**src/rtl/dlw_pkg.sv**
```systemverilog
package dlw_pkg;

    localparam int unsigned LANE_BITS = 9;
    localparam int unsigned LANE_CNT  = 4;
    localparam int unsigned BURST_MAX = 4;

    typedef enum logic [1:0] {
        OP_IDLE  = 2'd0,
        OP_READ  = 2'd1,
        OP_WRITE = 2'd2
    } op_kind_e;

endpackage

```
**src/rtl/dlw_seq.sv**
```systemverilog
// Command capture and internal burst sequencing: one operation per edge.
module dlw_seq
    import dlw_pkg::*;
#(
    parameter int unsigned AW   = 6,
    parameter int unsigned BMAX = BURST_MAX,
    localparam int unsigned OW  = $clog2(BMAX)
) (
    input  logic           clk,
    input  logic           rst_n,
    input  logic           cmd_en,
    input  logic           cmd_wr,
    input  logic [AW-1:0]  cmd_addr,
    input  logic [OW-1:0]  cmd_len,
    output op_kind_e       op_kind_o,
    output logic [AW-1:0]  op_addr_o,
    output logic           busy_o
);

    typedef struct packed {
        op_kind_e      kind;
        logic [AW-1:0] addr;
        logic [OW-1:0] rem;
        logic [AW-1:0] nxt;
        op_kind_e      bkind;
    } seq_st_t;

    seq_st_t st_d, st_q;

    function automatic logic [AW-1:0] wrap_inc(input logic [AW-1:0] a);
        logic [AW-1:0] r;
        r          = a;
        r[OW-1:0]  = a[OW-1:0] + 1'b1;
        return r;
    endfunction

    always_comb begin
        st_d      = st_q;
        st_d.kind = OP_IDLE;
        if (st_q.rem != '0) begin
            st_d.kind = st_q.bkind;
            st_d.addr = st_q.nxt;
            st_d.nxt  = wrap_inc(st_q.nxt);
            st_d.rem  = st_q.rem - 1'b1;
        end else if (cmd_en) begin
            st_d.kind  = cmd_wr ? OP_WRITE : OP_READ;
            st_d.addr  = cmd_addr;
            st_d.nxt   = wrap_inc(cmd_addr);
            st_d.rem   = cmd_len;
            st_d.bkind = cmd_wr ? OP_WRITE : OP_READ;
        end
    end

    always_ff @(posedge clk or negedge rst_n) begin
        if (!rst_n) st_q <= '0;
        else        st_q <= st_d;
    end

    assign op_kind_o = st_q.kind;
    assign op_addr_o = st_q.addr;
    assign busy_o    = (st_q.rem != '0);

endmodule

```
**src/rtl/dlw_wbuf.sv**
```systemverilog
// Posted-write buffer: entry 0 is the oldest; retires only on a new capture.
module dlw_wbuf #(
    parameter int unsigned AW = 6,
    parameter int unsigned NL = 4,
    parameter int unsigned LW = 9,
    parameter int unsigned NE = 2,
    localparam int unsigned DW = NL * LW
) (
    input  logic                   clk,
    input  logic                   rst_n,
    input  logic                   cap_en,
    input  logic [AW-1:0]          cap_addr,
    input  logic [DW-1:0]          cap_data,
    input  logic [NL-1:0]          cap_be,
    output logic [NE-1:0]          ent_vld,
    output logic [NE-1:0][AW-1:0]  ent_addr,
    output logic [NE-1:0][DW-1:0]  ent_data,
    output logic [NE-1:0][NL-1:0]  ent_be,
    output logic                   ret_en,
    output logic [AW-1:0]          ret_addr,
    output logic [DW-1:0]          ret_data,
    output logic [NL-1:0]          ret_be
);

    typedef struct packed {
        logic          vld;
        logic [AW-1:0] addr;
        logic [DW-1:0] data;
        logic [NL-1:0] be;
    } wb_ent_t;

    typedef struct packed {
        wb_ent_t [NE-1:0] ent;
    } wb_st_t;

    wb_st_t  st_d, st_q;
    wb_ent_t incoming;
    wb_ent_t leaving;

    always_comb begin
        int unsigned slot;
        st_d          = st_q;
        incoming.vld  = 1'b1;
        incoming.addr = cap_addr;
        incoming.data = cap_data;
        incoming.be   = cap_be;
        leaving       = '0;
        slot          = 0;
        if (cap_en) begin
            if (st_q.ent[NE-1].vld) begin
                leaving = st_q.ent[0];
                for (int i = 0; i < NE - 1; i++) begin
                    st_d.ent[i] = st_q.ent[i+1];
                end
                st_d.ent[NE-1] = incoming;
            end else begin
                for (int i = NE - 1; i >= 0; i--) begin
                    if (!st_q.ent[i].vld) slot = i;
                end
                st_d.ent[slot] = incoming;
            end
        end
    end

    always_ff @(posedge clk or negedge rst_n) begin
        if (!rst_n) st_q <= '0;
        else        st_q <= st_d;
    end

    for (genvar e = 0; e < NE; e++) begin : g_ent
        assign ent_vld[e]  = st_q.ent[e].vld;
        assign ent_addr[e] = st_q.ent[e].addr;
        assign ent_data[e] = st_q.ent[e].data;
        assign ent_be[e]   = st_q.ent[e].be;
    end

    assign ret_en   = leaving.vld;
    assign ret_addr = leaving.addr;
    assign ret_data = leaving.data;
    assign ret_be   = leaving.be;

endmodule

```
**src/rtl/dlw_fwd.sv**
```systemverilog
// Per-lane merge: sources ordered oldest (index 0) to newest override the array word.
module dlw_fwd #(
    parameter int unsigned AW = 6,
    parameter int unsigned NL = 4,
    parameter int unsigned LW = 9,
    parameter int unsigned NS = 3,
    localparam int unsigned DW = NL * LW
) (
    input  logic [AW-1:0]          rd_addr,
    input  logic [DW-1:0]          arr_word,
    input  logic [NS-1:0]          src_vld,
    input  logic [NS-1:0][AW-1:0]  src_addr,
    input  logic [NS-1:0][DW-1:0]  src_data,
    input  logic [NS-1:0][NL-1:0]  src_be,
    output logic [DW-1:0]          merged
);

    for (genvar l = 0; l < NL; l++) begin : g_lane
        logic [LW-1:0] lane_w;
        always_comb begin
            lane_w = arr_word[l*LW +: LW];
            for (int s = 0; s < NS; s++) begin
                if (src_vld[s] && (src_addr[s] == rd_addr) && src_be[s][l]) begin
                    lane_w = src_data[s][l*LW +: LW];
                end
            end
        end
        assign merged[l*LW +: LW] = lane_w;
    end

endmodule

```
**src/rtl/dlw_array.sv**
```systemverilog
// Storage: one memory per lane, asynchronous read, lane-enabled synchronous write.
module dlw_array #(
    parameter int unsigned AW = 6,
    parameter int unsigned NL = 4,
    parameter int unsigned LW = 9,
    localparam int unsigned DEPTH = 1 << AW,
    localparam int unsigned DW    = NL * LW
) (
    input  logic          clk,
    input  logic          we,
    input  logic [AW-1:0] waddr,
    input  logic [DW-1:0] wdata,
    input  logic [NL-1:0] wbe,
    input  logic [AW-1:0] raddr,
    output logic [DW-1:0] rdata
);

    for (genvar l = 0; l < NL; l++) begin : g_lane
        logic [LW-1:0] mem_q [DEPTH];
        always_ff @(posedge clk) begin
            if (we && wbe[l]) mem_q[waddr] <= wdata[l*LW +: LW];
        end
        assign rdata[l*LW +: LW] = mem_q[raddr];
    end

endmodule

```
**src/rtl/dlw_sram.sv**
```systemverilog
module dlw_sram
    import dlw_pkg::*;
#(
    parameter int unsigned AW   = 6,
    parameter int unsigned LW   = LANE_BITS,
    parameter int unsigned NL   = LANE_CNT,
    parameter int unsigned BMAX = BURST_MAX,
    localparam int unsigned DW  = NL * LW,
    localparam int unsigned OW  = $clog2(BMAX),
    localparam int unsigned NB  = 2,
    localparam int unsigned NS  = NB + 1
) (
    input  logic          clk,
    input  logic          rst_n,
    input  logic          cmd_en,
    input  logic          cmd_wr,
    input  logic [AW-1:0] cmd_addr,
    input  logic [OW-1:0] cmd_len,
    input  logic [DW-1:0] wr_data,
    input  logic [NL-1:0] wr_be,
    output logic [DW-1:0] rd_data,
    output logic          rd_oe
);

    typedef struct packed {
        logic          op2_wr;
        logic [AW-1:0] op2_addr;
        logic          rd_oe;
        logic [DW-1:0] rd_data;
    } top_st_t;

    top_st_t st_d, st_q;

    op_kind_e               op1_kind;
    logic [AW-1:0]          op1_addr;
    logic                   seq_busy;
    logic [NB-1:0]          buf_vld;
    logic [NB-1:0][AW-1:0]  buf_addr;
    logic [NB-1:0][DW-1:0]  buf_data;
    logic [NB-1:0][NL-1:0]  buf_be;
    logic                   ret_en;
    logic [AW-1:0]          ret_addr;
    logic [DW-1:0]          ret_data;
    logic [NL-1:0]          ret_be;
    logic [DW-1:0]          arr_word;
    logic [DW-1:0]          fwd_word;

    dlw_seq #(.AW(AW), .BMAX(BMAX)) seq_i (
        .clk       (clk),
        .rst_n     (rst_n),
        .cmd_en    (cmd_en),
        .cmd_wr    (cmd_wr),
        .cmd_addr  (cmd_addr),
        .cmd_len   (cmd_len),
        .op_kind_o (op1_kind),
        .op_addr_o (op1_addr),
        .busy_o    (seq_busy)
    );

    dlw_wbuf #(.AW(AW), .NL(NL), .LW(LW), .NE(NB)) wbuf_i (
        .clk      (clk),
        .rst_n    (rst_n),
        .cap_en   (st_q.op2_wr),
        .cap_addr (st_q.op2_addr),
        .cap_data (wr_data),
        .cap_be   (wr_be),
        .ent_vld  (buf_vld),
        .ent_addr (buf_addr),
        .ent_data (buf_data),
        .ent_be   (buf_be),
        .ret_en   (ret_en),
        .ret_addr (ret_addr),
        .ret_data (ret_data),
        .ret_be   (ret_be)
    );

    dlw_array #(.AW(AW), .NL(NL), .LW(LW)) array_i (
        .clk   (clk),
        .we    (ret_en),
        .waddr (ret_addr),
        .wdata (ret_data),
        .wbe   (ret_be),
        .raddr (op1_addr),
        .rdata (arr_word)
    );

    dlw_fwd #(.AW(AW), .NL(NL), .LW(LW), .NS(NS)) fwd_i (
        .rd_addr  (op1_addr),
        .arr_word (arr_word),
        .src_vld  ({st_q.op2_wr, buf_vld}),
        .src_addr ({st_q.op2_addr, buf_addr}),
        .src_data ({wr_data, buf_data}),
        .src_be   ({wr_be, buf_be}),
        .merged   (fwd_word)
    );

    always_comb begin
        st_d          = st_q;
        st_d.op2_wr   = (op1_kind == OP_WRITE);
        st_d.op2_addr = op1_addr;
        st_d.rd_oe    = (op1_kind == OP_READ);
        if (op1_kind == OP_READ) st_d.rd_data = fwd_word;
    end

    always_ff @(posedge clk or negedge rst_n) begin
        if (!rst_n) st_q <= '0;
        else        st_q <= st_d;
    end

    assign rd_data = st_q.rd_data;
    assign rd_oe   = st_q.rd_oe;

endmodule

```
**config.mk**
```make
export PLATFORM = sky130hd
export DESIGN_NAME = dlw_sram
export DESIGN_NICKNAME = d
export VERILOG_FILES = /design/src/rtl/dlw_pkg.sv /design/src/rtl/dlw_seq.sv /design/src/rtl/dlw_wbuf.sv /design/src/rtl/dlw_fwd.sv /design/src/rtl/dlw_array.sv /design/src/rtl/dlw_sram.sv
export SDC_FILE = /design/constraint.sdc
export NUM_CORES = 2
export LEC_CHECK = 0
export ABC_AREA = 1
export BUFFER_PORTS_ARGS = -buffer_cell sky130_fd_sc_hd__buf_2
export CAP_MARGIN = 20
export CORE_UTILIZATION = 45
export DETAILED_ROUTE_END_ITERATION = 12
export PLACE_DENSITY_LB_ADDON = 0.05
export SYNTH_ARGS = -nofsm -noshare
export SYNTH_HDL_FRONTEND = slang
export SYNTH_SLANG_ARGS = --single-unit
export TNS_END_PERCENT = 1
```
**constraint.sdc**
```tcl
create_clock -name clk -period 4.35 [get_ports clk]
set_input_delay 0 -clock clk [delete_from_list [all_inputs] [get_ports clk]]
set_output_delay 0 -clock clk [all_outputs]
set_load 0.005 [all_outputs]
```
==> flow_summary_export.csv <==
group,metric,value,unit
global_routing,grt_pass1_wl,488000,um
yosys,ys_ff_latch,2460,
yosys,synthTopCellsByCount,"nand2_1, edfxtp_1, nand3_1",
finish,area_growth,13.9,%
power_and_ir_drop,leakagePower,0.0428,uW
min_path,holdPathEnd,"wbuf_i.ent_be[7]",
critical_path,rrSetupSlack,760,ps
cts,clk_path_buf_depth,4,
critical_path,cp.required,4850,ps
yosys,synth_compound_area_share,1.30,%
placed_design,dp_cells,11796,
drt,wl,338000,um
yosys,synth.area.mux_share,0.0111,%
timing,hold_slack,45.2,ps
global_routing,grt_usage,29.4,%
cts,htree_num_levels,5,
flow_run,max_cap_violations,0,
timing,skew,44.3,ps
drt,wl_per_cell,27.3,um
critical_path,reg2reg_from,"st_q[43]",
timing,tightest_slew,1270,ps
timing,setup_tns,0,ps
yosys,synth_top_area_share,68.0,%
timing,min_period,3590,ps
timing,fmax,279,MHz
placed_design,place.gp.congestion,0.901,
placed_design,port_buffers,88,
drt,wl_met1,139000,um
cts,insertion_delay,920,ps
drt,drc,0,
min_path,hold_depth,3,
timing,fin_ws,763,ps
yosys,synthAdderAreaFrac,0,%
finish,design_area,116000,um^2
placed_design,hpwlAfterDp,208000,um
finish,instances_no_fill,12381,
yosys,synth-simple-area-share,23.1,%
drt,drt_first_pass_iters,6,
floorplanning,dieArea,228000,um^2
critical_path,worstPathArrival,4090,ps
yosys,mappedNetlistArea,102000,um^2
finish,drive_gt1_share,8.50,%
cts,clkTransAtPathRegs,60,ps
cts,cts.sinks,2460,
finish,regArea,73100,um^2
drt,ant_nets,0,
floorplanning,io_pins,89,
global_routing,grt_pass1_vias,68711,
floorplanning,fp.dieH,477,um
cts,cts_buffers,285,
floorplanning,coreArea,225000,um^2
timing,slew_violations,0,
finish,multi_input_area,25200,um^2
yosys,synth-edff-count,2304,
power_and_ir_drop,cellPowerDensity,639,nW/um^2
drt,route.met3.wl,23700,um
drt,vias,70314,
timing,slew_headroom,15.6,%
yosys,synth_area_leaders,"edfxtp_1, nand2_1, nand3_1, dfrtp_1, buf_2",
timing,setup_viol,0,
critical_path,r2r-end,"array_i.g_lane[2].mem_q[42][2]",
timing,rsz0062_at_grt,"no",
yosys,yosysMostFrequentCell,"nand2_1",
cts,root_buffer,"clkbuf_16",
yosys,ys.flop_type,"edfxtp_1",
placed_design,dp_slack,729,ps
yosys,synth_top_family_by_area,"simple AND/OR/NAND/NOR gates",
yosys,synth_xor_area_share,0.0603,%
critical_path,start_kind,"flop",
power_and_ir_drop,peakVddDrop,0.000793,V
outcome,status,"complete, no violations",
yosys,syn_inst,9023,
yosys,seq_area_frac_synth,71.9,%
drt,viasPerCell,5.68,
finish,fillers,19850,
min_path,min_path_type,"input port to flop",
drt,met2_length,160000,um
min_path,min_from,"wr_be[3]",
drt,drt_iter0_markers,7534,
finish,finalNetCount,9246,
drt,top_layer,"met5",
placed_design,dpl_cell_area,106000,um^2
floorplanning,start_util,45.3,%
timing,timing.final.crit_share,82.5,%
yosys,syn_avg_cell_area,11.3,um^2
yosys,syn-num-nets,9075,
yosys,postSynth.asyncResetShare,6.34,%
critical_path,criticalPathCategory,"flop to flop",
critical_path,worst_setup_path_end_kind,"flop",
floorplanning,die_w,477,um
cts,tritoncts,"built",
cts,cts_setup_buffers,0,
global_routing,grt_max_degree,205,
global_routing,antenna_found_initial,14,
timing,finalHoldViolations,0,
yosys,ys_warn_count,0,
global_routing,grt_overflow,0,
yosys,ys_types,37,
floorplanning,fp-row-count,174,
critical_path,worstRegToRegCells,6,
critical_path,crit_fanout,19,
yosys,synth_top_area_cell,"edfxtp_1",
per-layer routing:
metal | track usage [%] | vias to the layer above
li1 | - | 31785
met3 | 5.05 | 636
met5 | 0 | -
met2 | 47.2 | 2734
met4 | 12.6 | 14
met1 | 39.5 | 35145
state kept, by name, summed over array words and instances (netlist names):
register	flops
array_i.g_lane.mem_q	2304
wbuf_i.ent_data	72
rd_data	36
wbuf_i.ent_addr	12
seq_i.st_q	10
wbuf_i.ent_be	8
st_q	7
seq_i.op_addr_o	6
seq_i.op_kind_o	2
wbuf_i.ent_vld	2
rd_oe	1
power breakdown:
part           leakage, uW  internal (uW)  switching [uW]
sequential          0.0232          27400             717
clock              0.00409          12800            9370
combinational       0.0155           6150           17600
total               0.0428          46400           27700
worst max-delay path, cell delays in order (launching register included):
cell	delay (ps)
dfrtp_1	620
nand2_4	130
buf_4	320
nor2_1	540
nand2_2	560
buf_12	350
nor2_1	640
cells by family (layout without fill, tap and decap cells):
family	count (synthesis)	after routing
simple gates	5510	5510
flops	2460	2460
buf+inv	802	1166
compound gates	243	243
xor+xnor	7	7
mux	1	1
other cells	0	2
what timing repair did:
action / 4_1_cts / 5_1_grt
endpoints found under the hold margin: 290 / 0
hold buffers: 101 / 0
gates resized for setup: 0 / 0
how the worst max path moves through the flow:
stage                     slack, ps                             end  startpoint  depth (start not counted)
after floorplan                1270   array_i.g_lane[0].mem_q[0][6]    st_q[43]                          5
after global placement          660  array_i.g_lane[1].mem_q[38][1]    st_q[43]                          5
after detailed placement        730  array_i.g_lane[1].mem_q[11][3]    st_q[43]                          6
after CTS                       740  array_i.g_lane[1].mem_q[11][0]    st_q[43]                          6
after global routing            590  array_i.g_lane[0].mem_q[16][3]    st_q[43]                          7
final                           760  array_i.g_lane[2].mem_q[42][2]    st_q[43]                          6
through the flow:
step | power [uW] | utilization, %
floorplan | 42700 | -
global placement | 52200 | 47.3
detailed placement | 52200 | 47.4
CTS | 74300 | 51.5
global route | 77100 | 51.6
finish | 74000 | 51.6
area by class of cell:
cell class                      instances  area share (%)
Sequential cell                      2460            63.1
Timing Repair Buffer                  468            3.97
Tap cell                             2992            3.23
Inverter                              218           0.730
Antenna cell                            2         0.00432
Clock buffer                          366            6.55
Clock inverter                        114           0.669
Multi-Input combinational cell       5761            21.7
placed cells by master, fill, tap and decap left out, types with 13 or more instances in the layout:
cell type,n
clkbuf_1,71
o21ai_1,42
a21oi_1,13
edfxtp_1,2304
clkbuf_16,290
nor2_1,284
clkinv_1,55
buf_4,190
nand2_1,3003
buf_12,79
clkinv_2,39
dfrtp_1,150
buf_2,87
o22ai_1,43
nand2_2,13
o21ai_0,129
nor2_4,38
nand3_1,2161
inv_1,209
dlygate4sd3_1,100
No activity file was read; power rests on OpenSTA's default activity.
